## config.mk

```make
export PLATFORM = sky130hd
export DESIGN_NAME = multimode_timer
export DESIGN_NICKNAME = d
export VERILOG_FILES = /design/src/rtl/mmt_pkg.sv /design/src/rtl/mmt_mode_dec.sv /design/src/rtl/mmt_edge_det.sv /design/src/rtl/mmt_wreg.sv /design/src/rtl/multimode_timer.sv
export SDC_FILE = /design/constraint.sdc
export NUM_CORES = 1
export LEC_CHECK = 0
export BUFFER_PORTS_ARGS = -buffer_cell sky130_fd_sc_hd__buf_2
export CAP_MARGIN = 20
export CORE_ASPECT_RATIO = 0.9
export CORE_MARGIN = 1.5
export CORE_UTILIZATION = 50
export CTS_CLUSTER_DIAMETER = 150
export DETAILED_ROUTE_END_ITERATION = 7
export MAX_ROUTING_LAYER = met4
export PLACE_DENSITY_LB_ADDON = 0.15
export SYNTH_ARGS = -nofsm -noshare
export SYNTH_HDL_FRONTEND = slang
export SYNTH_HIERARCHICAL = 1
export SYNTH_SLANG_ARGS = --single-unit
```

## constraint.sdc

```tcl
create_clock -name clk -period 3.1 [get_ports clk]
set_input_delay 0.465 -clock clk [delete_from_list [all_inputs] [get_ports clk]]
set_output_delay 0.465 -clock clk [all_outputs]
set_load 0.05 [all_outputs]
```

## src/rtl/mmt_pkg.sv

```systemverilog
`timescale 1ns/1ps
package mmt_pkg;

   typedef enum logic [2:0] {
      MODE_EXT_RISE   = 3'b000,
      MODE_EXT_FALL   = 3'b001,
      MODE_RSV_A      = 3'b010,
      MODE_RSV_B      = 3'b011,
      MODE_TMR_RELOAD = 3'b100,
      MODE_TMR_TOGGLE = 3'b101,
      MODE_CAP_RISE   = 3'b110,
      MODE_CAP_FALL   = 3'b111
   } mode_e;

   typedef struct packed {
      logic active;     // mode code is legal
      logic ext_src;    // count on pin edges instead of ticks
      logic reload;     // underflow reloads from companion
      logic toggle;     // pin output inverts on underflow
      logic capture;    // edge copies count into companion
      logic fall_edge;  // selected edge is falling
   } mode_ctl_t;

endpackage

```

## src/rtl/mmt_mode_dec.sv

```systemverilog
`timescale 1ns/1ps
module mmt_mode_dec
   import mmt_pkg::*;
(
   input  logic [2:0] mode_i,
   output mode_ctl_t  ctl_o
);

   always_comb begin
      ctl_o = '0;
      case (mode_e'(mode_i))
         MODE_EXT_RISE: begin
            ctl_o.active  = 1'b1;
            ctl_o.ext_src = 1'b1;
            ctl_o.reload  = 1'b1;
         end
         MODE_EXT_FALL: begin
            ctl_o.active    = 1'b1;
            ctl_o.ext_src   = 1'b1;
            ctl_o.reload    = 1'b1;
            ctl_o.fall_edge = 1'b1;
         end
         MODE_TMR_RELOAD: begin
            ctl_o.active = 1'b1;
            ctl_o.reload = 1'b1;
         end
         MODE_TMR_TOGGLE: begin
            ctl_o.active = 1'b1;
            ctl_o.reload = 1'b1;
            ctl_o.toggle = 1'b1;
         end
         MODE_CAP_RISE: begin
            ctl_o.active  = 1'b1;
            ctl_o.capture = 1'b1;
         end
         MODE_CAP_FALL: begin
            ctl_o.active    = 1'b1;
            ctl_o.capture   = 1'b1;
            ctl_o.fall_edge = 1'b1;
         end
         default: ctl_o = '0;   // reserved codes
      endcase
   end

endmodule

```

## src/rtl/mmt_edge_det.sv

```systemverilog
`timescale 1ns/1ps
module mmt_edge_det (
   input  logic clk,
   input  logic rst_n,
   input  logic pin_i,
   output logic rise_o,
   output logic fall_o
);

   logic pin_q;

   always_ff @(posedge clk or negedge rst_n) begin
      if (!rst_n) pin_q <= 1'b0;
      else        pin_q <= pin_i;
   end

   assign rise_o = pin_i & ~pin_q;
   assign fall_o = ~pin_i & pin_q;

endmodule

```

## src/rtl/mmt_wreg.sv

```systemverilog
`timescale 1ns/1ps
module mmt_wreg #(
   parameter int unsigned W  = 16,
   parameter int unsigned BW = 8,
   localparam int unsigned NB = W / BW
) (
   input  logic          clk,
   input  logic          rst_n,
   input  logic [NB-1:0] byte_we,
   input  logic [BW-1:0] wdata,
   input  logic          upd_en,
   input  logic [W-1:0]  upd_val,
   output logic [W-1:0]  q
);

   // Any host byte write blocks the internal update for the whole register.
   logic host_hit;
   assign host_hit = |byte_we;

   for (genvar i = 0; i < NB; i++) begin : g_lane
      always_ff @(posedge clk or negedge rst_n) begin
         if (!rst_n)
            q[i*BW +: BW] <= '0;
         else if (byte_we[i])
            q[i*BW +: BW] <= wdata;
         else if (upd_en && !host_hit)
            q[i*BW +: BW] <= upd_val[i*BW +: BW];
      end
   end

   AST_WRITE_LANDS: assert property (@(posedge clk) disable iff (!rst_n)
      byte_we[0] |=> q[BW-1:0] == $past(wdata));

endmodule

```

## src/rtl/multimode_timer.sv

```systemverilog
`timescale 1ns/1ps
module multimode_timer
   import mmt_pkg::*;
#(
   parameter int unsigned CNT_W = 16,
   parameter int unsigned BUS_W = 8,
   localparam int unsigned NB     = CNT_W / BUS_W,
   localparam int unsigned IDX_W  = (NB > 1) ? $clog2(NB) : 1,
   localparam int unsigned ADDR_W = IDX_W + 1
) (
   input  logic              clk,
   input  logic              rst_n,
   input  logic              cyc_tick,
   input  logic              tio_in,
   input  logic              run,
   input  logic [2:0]        mode,
   input  logic              irq_clr,
   input  logic              reg_we,
   input  logic [ADDR_W-1:0] reg_addr,
   input  logic [BUS_W-1:0]  reg_wdata,
   output logic [BUS_W-1:0]  reg_rdata,
   output logic              tio_out,
   output logic              tio_oe,
   output logic              irq_pend
);

   // ---------------- elaboration checks ----------------
   if (CNT_W % BUS_W != 0) begin : g_bad_ratio
      $error("CNT_W must be a whole number of bus bytes");
   end
   if (NB < 2 || (1 << IDX_W) != NB) begin : g_bad_count
      $error("CNT_W/BUS_W must be a power of two of at least 2");
   end

   // ---------------- decode and edges ----------------
   mode_ctl_t ctl;
   logic      pin_rise, pin_fall, edge_sel;

   mmt_mode_dec u_dec (.mode_i(mode), .ctl_o(ctl));

   mmt_edge_det u_edge (
      .clk(clk), .rst_n(rst_n), .pin_i(tio_in),
      .rise_o(pin_rise), .fall_o(pin_fall)
   );

   assign edge_sel = ctl.fall_edge ? pin_fall : pin_rise;

   // ---------------- host byte strobes ----------------
   logic [IDX_W-1:0] byte_idx;
   logic             sel_r1;
   logic [NB-1:0]    t1_we, r1_we;

   assign byte_idx = reg_addr[IDX_W-1:0];
   assign sel_r1   = reg_addr[ADDR_W-1];

   for (genvar i = 0; i < NB; i++) begin : g_we
      assign t1_we[i] = reg_we && !sel_r1 && (byte_idx == IDX_W'(i));
      assign r1_we[i] = reg_we &&  sel_r1 && (byte_idx == IDX_W'(i));
   end

   // ---------------- count datapath ----------------
   logic [CNT_W-1:0] t1_q, r1_q, t1_next;
   logic             count_en, underflow, cap_ev, irq_set;

   assign count_en  = ctl.active && run && (ctl.ext_src ? edge_sel : cyc_tick);
   assign underflow = count_en && (t1_q == '0);
   assign t1_next   = (underflow && ctl.reload) ? r1_q : t1_q - 1'b1;
   assign cap_ev    = ctl.capture && edge_sel;
   assign irq_set   = (ctl.reload && underflow) || cap_ev;

   mmt_wreg #(.W(CNT_W), .BW(BUS_W)) u_t1 (
      .clk(clk), .rst_n(rst_n), .byte_we(t1_we), .wdata(reg_wdata),
      .upd_en(count_en), .upd_val(t1_next), .q(t1_q)
   );

   mmt_wreg #(.W(CNT_W), .BW(BUS_W)) u_r1 (
      .clk(clk), .rst_n(rst_n), .byte_we(r1_we), .wdata(reg_wdata),
      .upd_en(cap_ev), .upd_val(t1_q), .q(r1_q)
   );

   // ---------------- read mux ----------------
   logic [CNT_W-1:0] rd_word;
   assign rd_word   = sel_r1 ? r1_q : t1_q;
   assign reg_rdata = rd_word[byte_idx*BUS_W +: BUS_W];

   // ---------------- flag and pin ----------------
   always_ff @(posedge clk or negedge rst_n) begin
      if (!rst_n)       irq_pend <= 1'b0;
      else if (irq_set) irq_pend <= 1'b1;
      else if (irq_clr) irq_pend <= 1'b0;
   end

   always_ff @(posedge clk or negedge rst_n) begin
      if (!rst_n)                       tio_out <= 1'b0;
      else if (ctl.toggle && underflow) tio_out <= ~tio_out;
   end

   assign tio_oe = ctl.toggle;

   // ---------------- assertions ----------------
   AST_RUN_GATE: assert property (@(posedge clk) disable iff (!rst_n)
      (!run && !(|t1_we)) |=> t1_q == $past(t1_q));

   AST_RELOAD_VALUE: assert property (@(posedge clk) disable iff (!rst_n)
      (underflow && ctl.reload && !(|t1_we)) |=> t1_q == $past(r1_q));

   AST_TIO_IDLE: assert property (@(posedge clk) disable iff (!rst_n)
      !tio_oe |=> tio_out == $past(tio_out));

   AST_CAPTURE_COPY: assert property (@(posedge clk) disable iff (!rst_n)
      (cap_ev && !(|r1_we)) |=> r1_q == $past(t1_q));

   AST_IRQ_STICKY: assert property (@(posedge clk) disable iff (!rst_n)
      (irq_pend && !irq_clr) |=> irq_pend);

   AST_RSV_FROZEN: assert property (@(posedge clk) disable iff (!rst_n)
      (!ctl.active && !(|t1_we)) |=> t1_q == $past(t1_q));

   AST_RSV_NO_IRQ: assert property (@(posedge clk) disable iff (!rst_n)
      (!ctl.active && !irq_pend) |=> !irq_pend);

endmodule

```

[Yosys cells after proc, flatten, opt, wreduce, memory -nomap -nowiden]
Index checks and enable logic that the tools add are counted.
Storage, ports and cells
  register bits: 35
  output and inout port bits: 11
Operators by class
  add/sub/neg operators: 1
  equality and inequality tests: 5
  shifts and indexed selects: 1
  muxes and demuxes: 20
  bitwise logic cells: 6
  reductions and logical operators: 32
Operator list (number)
  $mux 8: 8
  $mux 16: 2
  $logic_not 16->1: 1
  $shiftx 16x5->8: 1
  $sub 16x1->16 const B: 1
  $logic_and 1x1->1: 14
  $eq 3x3->1 const B: 4
  $mux 1: 10
  $reduce_bool 2->1: 5
  $reduce_or 2->1: 5
  $reduce_or 6->1: 1
  $not 1->1: 4
  $reduce_or 4->1: 1
  $eq 3x1->1 const B: 1
  $logic_not 1->1: 3
  $logic_not 3->1: 1
  $and 1x1->1: 2
  $logic_or 1x1->1: 1

[Logic depth before layout (Yosys ltp)]
Gate-level depths: netlist (run 1).
  depth after elaboration: 11
  mapped depth: 10
  gate-level depth less buffers: 9

[Modules after synthesis]
The synthesis (run 1) kept the hierarchy.
Modules (own cells, without submodules)
  mmt_wreg: instances 2, cells each 89, area each 909.6 um^2, sequential area each 400.4 um^2
  multimode_timer: instances 1, cells each 103, area each 829.5 um^2, sequential area each 50.0 um^2
  mmt_edge_det: instances 1, cells each 3, area each 40.0 um^2, sequential area each 25.0 um^2
  mmt_mode_dec: instances 1, cells each 6, area each 36.3 um^2, sequential area each 0.0 um^2

[Worst setup path before layout (run 1)]
OpenSTA, ideal clock, no wires.
  path kind: input to register
  from: input mode[1]
  to: register u_t1.q[0]
  arrival time: 2183 ps
  slack: 771 ps
  cell stages on the path: 8
  path buffers: 0
  cell sequence: and2_4 > o21a_1 > mux2i_1 > a21oi_1 > nand4_2 > mux2_1 > nand4bb_1 > o311ai_0
RTL lines
  start, declared: RTL line multimode_timer.sv:16  | input logic [2:0] mode,
  end signal, assigned by index: RTL line mmt_wreg.sv:25  | q[i*BW +: BW] <= wdata;
  end signal, assigned by index: RTL line mmt_wreg.sv:27  | q[i*BW +: BW] <= upd_val[i*BW +: BW];
  end, declared: RTL line mmt_wreg.sv:13  | output logic [W-1:0] q

[Worst setup path after layout (run 1)]
  from: register u_t1.q[10]
  to: register u_t1.q[3]
Between the ends
  cells in the longest elaborated chain, start to end: 6
Ends and longest elaborated chain
  $logic_not 16->1: RTL line multimode_timer.sv:66  | assign underflow = count_en && (t1_q == '0);
  $logic_and 1x1->1: RTL line multimode_timer.sv:66
  $logic_and 1x1->1: RTL line multimode_timer.sv:67  | assign t1_next = (underflow && ctl.reload) ? r1_q : t1_q - 1'b1;
  $mux 16: RTL line multimode_timer.sv:67
  net t1_next[3]: RTL line multimode_timer.sv:62  | logic [CNT_W-1:0] t1_q, r1_q, t1_next;
  $mux 8: RTL line mmt_wreg.sv:26  | else if (upd_en && !host_hit)
  $mux 8: RTL line mmt_wreg.sv:24  | else if (byte_we[i])
The timed path passes the listed nets, and every way through them passes these cells. The select of a mux whose other input is x is not followed.
A chain may end at the register's enable or synchronous reset.

==> results of run 1 <==
[registers in the layout, indices dropped and copies added, names as in the netlist]
name	count
irq_pend	1
tio_out	1
u_edge/pin_q	1
u_r1/q	16
u_t1/q	16
[metrics by stage]
stage | utilization, % | setup WS (ns) | hold WS, ns
6_report | 57.95 | 0.5140 | 0.2784
3_5_place_dp | 56.05 | 0.5562 | 0.4624
2_1_floorplan | - | 0.7714 | 0.1694
5_1_grt | 57.95 | 0.3274 | 0.3070
4_1_cts | 57.95 | 0.5405 | 0.3013
3_3_place_gp | 56.05 | 0.6095 | 0.4582
[synth_stat cells (3+ instances only)]
master,number
a21oi_1,16
nand2b_1,4
o311ai_1,20
mux4_2,7
nor2_1,20
clkbuf_1,5
xnor2_1,7
inv_1,36
nand2_1,36
o311ai_0,12
buf_2,8
dfrtp_1,35
nor2b_4,4
nor3_1,3
nand4bb_1,32
xor2_1,8
nor2b_1,3
nand3_1,3
buf_6,3
[final timing paths]
path                       slack (ns)  cells past startpoint            to  startpoint
setup / recovery                 0.51                      8     u_t1/q[3]  u_t1/q[10]
max in group asynchronous        2.29                      1     u_t1/q[2]       rst_n
hold reg to reg                  0.47                      1       tio_out     tio_out
min in group clk                 0.31                      1  u_edge/pin_q      tio_in
setup reg to reg                 0.51                      8     u_t1/q[3]  u_t1/q[10]
hold / removal                   0.28                      1       tio_out       rst_n
[power breakdown]
| part | switching [mW] | internal (mW) |
|---|---|---|
| combinational | 0.413 | 0.322 |
| clock | 0.176 | 0.203 |
| sequential | 0.160 | 0.566 |
| total | 0.749 | 1.09 |
[worst reg2reg max path, stage by stage, from the launching register on]
cell	delay [ns]
dfrtp_1	0.48
or4_1	0.63
nor4_2	0.33
nand4_2	0.30
buf_4	0.32
nor2_1	0.11
a21oi_1	0.06
nand4bb_1	0.10
o311ai_0	0.11
[cells by family after synthesis]
| kind of cell | synth area share [%] |
|---|---|
| AOI/OAI and AO/OA | 14.10 |
| xor gates and xnor gates | 4.821 |
| adders and majority gates | 0.9181 |
| buffers and inverters | 9.045 |
| DFF | 32.14 |
| muxes | 7.530 |
| and+or+nand+nor | 31.45 |
[layout make-up]
| cell class | instances | area [µm²] |
|---|---|---|
| fill | 470 | 2210 |
| inverter | 36 | 135.1 |
| clock buffer | 8 | 100.1 |
| tap | 67 | 83.83 |
| timing repair buffer | 42 | 240.2 |
| sequential | 35 | 875.8 |
| multi-input combinational | 200 | 1610 |
[metal layers]
metal  up-vias  track usage, %
met5         -               -
met4         0           6.513
met3         8           4.125
met2        76           37.31
met1      1139           38.84
li1       1123               -
==> metrics, run 1 <==
Crit Path Max Fanout=23; die height=73.04 µm; number of global-route vias before repair=2178; Mapped Area=2725 µm²; fmax=386.7 MHz; port bufs=30; Fin Setup TNS=0 ns; total CTS buffers=5; setup violators final=0; maximum number of pins on one net before global-route repair=36; #FFs+latches synth=35; design area=3045 µm²; power per cell area=604.4 nW/µm²; leak pwr=1.247 nW; Final Max Tran Viols=0; Iter 0 DRT Violations=149; CP top delay family=simple AND/OR/NAND/NOR gates; post-cts sizing count=0; # IOs=31; post-CTS setup buffers=0; DR top layer=met4; syn nets=312; Layout Skew=0.007302 ns; # hold bufs at CTS=0; worst skew pair latency=0.29 ns; Remaining Overflow, GRT=0; ratio of cells with drive above 1 in the final layout=22.12%; Hold/Removal Path Class=in2async; DR vias/cell=6.046; wl on met1=3.475 mm; routability congestion estimate=0.8652; Starting Density=51.86%; drt total wl=7.031 mm; Setup CP Type=reg2reg; # rows=25; worst-margin pin slew=0.8558 ns; max incr delay on CP=0.63 ns; Maximum Capacitance Violations=0; synth unique cells=44; CTS HTree Levels=2; Post-route DRC=0; Die W=80.82 µm; ys async rst share=100.0%; core area=5255 µm²; Hold Violations, Final=0; diode count=0; Critical Path AT=2.73 ns; overall routing resource usage=26.21%; final cycle utilization of the critical path=83.42%; first-pass GRT wire length=11.39 mm; wire length on met2=3.102 mm; Yosys top cell by area=dfrtp_1; dpl cells=380; critical path endpoint category=flop; most frequent cells in the layout=inv_1, nand2_1, dfrtp_1, nand4bb_1, buf_2; clk sinks=35; HPWL reported at the end of detailed placement=4.741 mm; Synth area leaders=dfrtp_1, nand4bb_1, o311ai_1; synth-to-layout area growth=11.75%; Max stage delay cell, worst path=or4_1; Avg Cell Area, Syn=9.397 µm²; final std cells w/o fill=388; Max VDD drop=0.0003440 V; Crit path required time=3.25 ns; via count=2346; Power Total=1.841 mW; Final min period=2.586 ns; post-synth top area share=32.14%; EDFF count, synth=0; crit start category=flop; YS warnings=6; die area=5903 µm²; TritonRoute pass-1 iters=5; WP buf/inv=1; WL met3=380 µm; TritonCTS clock tree=yes; clk slew on worst S/H paths=0.08 ns; Clock Tree Root=clkbuf_8; cells after synthesis=290; register area share after synthesis=32.14%; initial antenna violation count=0; Net count, final=342; Bufs on Longest Clock Path=2; Antenna Nets Post-Route=0; CP Cell Sequence=or4_1 -> nor4_2 -> nand4_2 -> buf_4 -> nor2_1 -> a21oi_1 -> nand4bb_1 -> o311ai_0; slew margin rel.=42.95%; WL per Instance=18.12 µm; Top FF cell, synth=dfrtp_1; RSZ-0062 raised after global routing=false; DP Area=2945 µm²; status=complete, no violations
Note: power is estimated with default switching activity, not from simulation.
==> run 2, diff against run 1 <==
--- a/config.mk
+++ b/config.mk
@@ -5,6 +5,7 @@
 export SDC_FILE = /design/constraint.sdc
 export NUM_CORES = 1
 export LEC_CHECK = 0
+export ABC_AREA = 1
 export BUFFER_PORTS_ARGS = -buffer_cell sky130_fd_sc_hd__buf_2
 export CAP_MARGIN = 20
 export CORE_ASPECT_RATIO = 0.9
==> constraint.sdc (replaced) <==
create_clock -name clk -period 2.5 [get_ports clk]
set_input_delay 0.375 -clock clk [delete_from_list [all_inputs] [get_ports clk]]
set_output_delay 0.375 -clock clk [all_outputs]
set_load 0.05 [all_outputs]
==> metrics, run 2 <==
diode count=0 (unchanged); post-synth top area share=32.94% (was 32.14%); drt total wl=9.261 mm (was 7.031 mm); cell with the most instances after synthesis=nand2_1; number of global-route vias before repair=2876 (was 2178); # IOs=31 (unchanged); ratio of cells with drive above 1 in the final layout=14.86% (was 22.12%); Critical Path AT=1.72 ns (was 2.73 ns); syn nets=513 (was 312); initial antenna violation count=0 (unchanged); RSZ-0062 raised after global routing=false (unchanged); final cycle utilization of the critical path=83.79%; die height=75.75 µm (was 73.04 µm); Remaining Overflow, GRT=0 (unchanged); maximum number of pins on one net before global-route repair=36 (unchanged); TritonRoute pass-1 iters=5 (unchanged); slew margin rel.=45.96% (was 42.95%); ys async rst share=100.0% (unchanged); Clock Tree Root=clkbuf_8 (unchanged); register area share after synthesis=29.79% (was 32.14%); switch share=51.44% (was 40.72%); Iter 0 DRT Violations=322 (was 149); final core utilization=57.29% (was 57.95%); Hold/Removal Path Class=in2async (unchanged); TritonCTS clock tree=yes (unchanged); dpl cells=588 (was 380); WL per Instance=15.56 µm (was 18.12 µm); Antenna Nets Post-Route=0 (unchanged); total CTS buffers=5 (unchanged); HPWL reported at the end of detailed placement=6.646 mm (was 4.741 mm); Fin Setup TNS=0 ns (unchanged); Crit Path Max Fanout=6 (was 23); Setup CP Type=reg2out (was reg2reg); overall routing resource usage=31.72% (was 26.21%); clock network fraction of design power=12.5% (was 20.6%); Hold Violations, Final=0 (unchanged); #FFs+latches synth=35 (unchanged); # hold bufs at CTS=0 (unchanged); cells after synthesis=491 (was 290); # rows=26 (was 25); worst skew pair latency=0.28 ns (was 0.29 ns); Crit path required time=2.12 ns (was 3.25 ns); combinational fraction of design power=52.2% (was 39.9%); design area=3243 µm² (was 3045 µm²); DP Area=3156 µm² (was 2945 µm²); Mapped Area=2940 µm² (was 2725 µm²); CTS HTree Levels=2 (unchanged); sw power=1.734 mW (was 749.4 µW); worst r2r dst=u_t1/q[12] (was u_t1/q[3]); Layout Skew=0.004396 ns (was 0.007302 ns); clk slew on worst S/H paths=0.07 ns (was 0.08 ns); crit start category=flop (unchanged); synth unique cells=27 (was 44); Post-route DRC=0 (unchanged); core area=5660 µm² (was 5255 µm²); Final Max Tran Viols=0 (unchanged); Starting Density=51.95% (was 51.86%); via count=3206 (was 2346); critical path endpoint category=output port (was flop); Worst Reg-to-Reg Cells=13 (was 8); Pint=1.637 mW (was 1.091 mW); clk sinks=35 (unchanged); Final min period=2.095 ns; reg-to-reg startpoint=u_t1/q[0] (was u_t1/q[10]); post-cts sizing count=0 (unchanged); Largest regs=u_r1/q x16, u_t1/q x16 (unchanged); EDFF count, synth=0 (unchanged); Yosys top cell by area=nand2_1 (was dfrtp_1); Max VDD drop=0.0005170 V (was 0.0003440 V); leak pwr=1.870 nW (was 1.247 nW); worst reg2reg setup slack=0.52 ns (was 0.51 ns); Avg Cell Area, Syn=5.988 µm² (was 9.397 µm²); first-pass GRT wire length=14.88 mm (was 11.39 mm); Net count, final=547 (was 342); most frequent cells in the layout=nand2_1, nor2_1, nand3_1, dfrtp_1, buf_2 (was inv_1, nand2_1, dfrtp_1, nand4bb_1, buf_2); port bufs=30 (unchanged); most common library cells after synthesis=nand2_1, nand3_1, nor2_1 (was inv_1, nand2_1, dfrtp_1); post-CTS setup buffers=0 (unchanged); Maximum Capacitance Violations=0 (unchanged); YS warnings=6 (unchanged); routability congestion estimate=0.9880 (was 0.8652); Bufs on Longest Clock Path=2 (unchanged); power per cell area=1040 nW/µm² (was 604.4 nW/µm²); worst-margin pin slew=0.8105 ns (was 0.8558 ns); DR vias/cell=5.388 (was 6.046); setup violators final=0 (unchanged); most common library cell in the layout ignoring fill and taps=nand2_1; status=complete, no violations (unchanged); Synth area leaders=nand2_1, dfrtp_1, nand3_1 (was dfrtp_1, nand4bb_1, o311ai_1); Die W=83.84 µm (was 80.82 µm); die area=6351 µm² (was 5903 µm²); power share of the sequential group=35.2% (was 39.4%); synth-to-layout area growth=10.30% (was 11.75%); final std cells w/o fill=595 (was 388); Top FF cell, synth=dfrtp_1 (unchanged); fmax=477.4 MHz
## run 2: cell count changes after synthesis, sizes merged, moves of 5 or more
cell / delta
nand2: +234
nor2: +28
nand3: +39
buf: -6
nor2b: -7
mux4: -8
a21oi: -8
nand4bb: -32
o21ai: +22
o311ai: -32
xnor2: -5
## run 2: area by class of cell
cell class | count | area (µm²)
Clock inverter | 1 | 5.005
Timing Repair Buffer | 40 | 225.2
Multi-Input combinational cell | 411 | 1832
Sequential cell | 35 | 875.8
Tap cell | 70 | 87.58
Inverter | 32 | 135.1
Clock buffer | 6 | 82.58
Fill cell | 589 | 2417
## run 2: per-layer routing
metal	global-route usage (%)	vias to the layer above	wire [µm]
li1	-	1586	-
met3	5.742	19	762
met5	-	-	0
met1	43.03	1471	4191
met2	48.57	130	4068
met4	10.38	0	238
## run 2: logic make-up (layout without fill, tap and decap cells)
kind of cell,after synthesis,count (layout),share of synthesized area [%]
flops,35,35,29.79
simple gates,367,367,51.45
fa+ha+maj,2,2,0.8509
buf+inv,45,79,8.085
compound gates,35,35,7.745
xor+xnor,7,7,2.085
## run 2: per-stage QoR
step | hold WS (ns) | power, mW | setup WS (ns)
after CTS | 0.2085 | 3.342 | 0.4342
after floorplan | 0.07941 | 2.392 | 0.1853
after global placement | 0.4701 | 2.893 | 0.4296
final | 0.1747 | 3.372 | 0.4051
after detailed placement | 0.4780 | 2.910 | 0.4450
after global routing | 0.2168 | 3.688 | 0.2359
## run 2: critical path, cell delays in order, from the launching register on
cell and delay [ns]:
dfrtp_1 0.55, inv_1 0.19, a21oi_1 0.18, o21ai_0 0.12, o21ai_0 0.11, buf_2 0.29
## run 2: power by group through the flow
stage / sequential, mW / combinational [mW] / clock [mW]
after floorplan: 1.02 / 1.37 / 0
after global placement: 1.17 / 1.72 / 0
after detailed placement: 1.17 / 1.74 / 0
after CTS: 1.17 / 1.75 / 0.426
after global routing: 1.20 / 2.04 / 0.451
final: 1.19 / 1.76 / 0.423
## run 2: worst max path at each step
stage	startpoint	to	slack [ns]	cells after the start
finish	u_t1/q[14]	reg_rdata[6]	0.41	5
global route	reg_addr[1]	reg_rdata[7]	0.24	5
CTS	u_t1/q[14]	reg_rdata[6]	0.43	5
global placement	reg_addr[1]	reg_rdata[3]	0.43	5
floorplan	reg_addr[0]	reg_rdata[0]	0.19	4
detailed placement	reg_addr[1]	u_r1/q[12]	0.45	8
==> run 3, diff against run 2 <==
==> constraint.sdc (replaced) <==
create_clock -name clk -period 2 [get_ports clk]
set_input_delay 0.3 -clock clk [delete_from_list [all_inputs] [get_ports clk]]
set_output_delay 0.3 -clock clk [all_outputs]
set_load 0.05 [all_outputs]
==> metrics, run 3 (synthesis gave the netlist of run 2 again) <==
port bufs=30 (unchanged); Setup CP Type=reg2out (unchanged); core area=5660 µm² (unchanged); setup violators final=0 (unchanged); Setup WS post-layout=0.03855 ns (was 0.4051 ns); drt total wl=9.392 mm (was 9.261 mm); ratio of cells with drive above 1 in the final layout=17.35% (was 14.86%); initial antenna violation count=0 (unchanged); total CTS buffers=5 (unchanged); CTS HTree Levels=2 (unchanged); Die W=83.84 µm (unchanged); HPWL reported at the end of detailed placement=6.772 mm (was 6.646 mm); Max VDD drop=0.0008311 V (was 0.0005170 V); area occupied by multi-input gates=1839 µm² (was 1832 µm²); TritonCTS clock tree=yes (unchanged); status=complete, no violations (unchanged); Antenna Nets Post-Route=0 (unchanged); Layout Skew=0.004095 ns (was 0.004396 ns); maximum number of pins on one net before global-route repair=36 (unchanged); final cycle utilization of the critical path=98.07%; Fin Setup TNS=0 ns (unchanged); # IOs=31 (unchanged); die height=75.75 µm (unchanged); CP top delay family=flip-flops (unchanged); Max stage delay cell, worst path=dfrtp_1 (unchanged); WP buf/inv=2 (unchanged); Critical Path AT=1.66 ns (was 1.72 ns); diode count=0 (unchanged); number of global-route vias before repair=2907 (was 2876); most frequent cells in the layout=nand2_1, nand3_1, nor2_1, dfrtp_1, buf_2 (was nand2_1, nor2_1, nand3_1, dfrtp_1, buf_2); power per cell area=1336 nW/µm² (was 1040 nW/µm²); fmax=509.8 MHz; Post-route DRC=0 (unchanged); # rows=26 (unchanged); pre-CTS WS=0.1129 ns (was 0.4450 ns); synth-to-layout area growth=14.17% (was 10.30%); slew margin rel.=45.86% (was 45.96%); max incr delay on CP=0.54 ns (was 0.55 ns); via count=3241 (was 3206); Remaining Overflow, GRT=0 (unchanged); filler instances=553 (was 589); Largest regs=u_r1/q x16, u_t1/q x16 (unchanged); die area=6351 µm² (unchanged); clk sinks=35 (unchanged); Net count, final=557 (was 547); first-pass GRT wire length=15.00 mm (was 14.88 mm); crit start category=flop (unchanged); Starting Density=51.95% (unchanged); clk slew on worst S/H paths=0.08 ns (was 0.07 ns); CP Cell Sequence=inv_1 -> a21oi_1 -> o21ai_0 -> o21ai_1 -> buf_2 (was inv_1 -> a21oi_1 -> o21ai_0 -> o21ai_0 -> buf_2); critical path endpoint category=output port (unchanged); flip-flop and latch area=877.1 µm² (was 875.8 µm²); most common library cell in the layout ignoring fill and taps=nand2_1 (unchanged); RSZ-0062 raised after global routing=false (unchanged); Hold Violations, Final=0 (unchanged); routability congestion estimate=0.9833 (was 0.9880); leak pwr=1.932 nW (was 1.870 nW); Bufs on Longest Clock Path=2 (unchanged); worst-margin pin slew=0.8120 ns (was 0.8105 ns); WL per Instance=15.50 µm (was 15.56 µm); Maximum Capacitance Violations=0 (unchanged); Crit path required time=1.70 ns (was 2.12 ns); Hold/Removal Path Class=in2async (unchanged); Final Max Tran Viols=0 (unchanged); Clock Tree Root=clkbuf_8 (unchanged); worst skew pair latency=0.30 ns (was 0.28 ns); overall routing resource usage=32.18% (was 31.72%); Iter 0 DRT Violations=339 (was 322); Crit Path Max Fanout=6 (unchanged); Final min period=1.961 ns; DR vias/cell=5.348 (was 5.388); TritonRoute pass-1 iters=5 (unchanged)
## run 3: layout make-up
class,count,area share (%)
Clock buffer,6,2.460
Multi-Input combinational cell,411,54.79
Clock inverter,2,1.044
Tap cell,70,2.609
Sequential cell,35,26.13
Timing Repair Buffer,50,8.945
Inverter,32,4.025
## run 3: what timing repair did
| item | in CTS | in global routing |
|---|---|---|
| hold buffers | 0 | 0 |
| hold endpoints to repair | 0 | 0 |
| gates resized for setup | 0 | 4 |
| buffers inserted | 0 | 1 |
| setup endpoints to repair | 0 | 10 |
## run 3: path summary, 6_finish.rpt
kind / start / to / slack (ns) / cells after the start
setup / recovery: u_t1/q[15] / reg_rdata[7] / 0.04 / 5
hold / removal: rst_n / u_r1/q[3] / 0.08 / 1
setup reg to reg: u_t1/q[0] / u_t1/q[12] / 0.18 / 13
hold reg to reg: tio_out / tio_out / 0.50 / 2
max in group asynchronous: rst_n / u_t1/q[14] / 1.34 / 1
min in group clk: tio_in / u_edge/pin_q / 0.13 / 1
## run 3: power by group
part           switching [mW]  total [mW]  internal [mW]
Combinational            1.50        2.39          0.886
Clock                   0.280       0.683          0.403
Sequential              0.431        1.41          0.982
## run 3: stage by stage
stage	util [%]	power (mW)	instances	cell area [µm²]	hold slack [ns]
2_1_floorplan	-	2.996	491	2940	0.004409
3_3_place_gp	56.94	3.698	597	3223	0.4368
3_5_place_dp	56.94	3.723	597	3223	0.4410
4_1_cts	59.02	4.421	605	3341	0.1106
5_1_grt	59.31	4.859	606	3357	0.1403
6_report	59.31	4.484	606	3357	0.08186
## run 3: per-layer routing
| metal | vias up | GRT usage [%] | part of all wire, % |
|---|---|---|---|
| li1 | 1616 | - | - |
| met1 | 1452 | 43.52 | 45 |
| met2 | 148 | 49.55 | 43 |
| met3 | 25 | 4.117 | 8.6 |
| met4 | 0 | 13.11 | 2.9 |
| met5 | - | - | 0 |
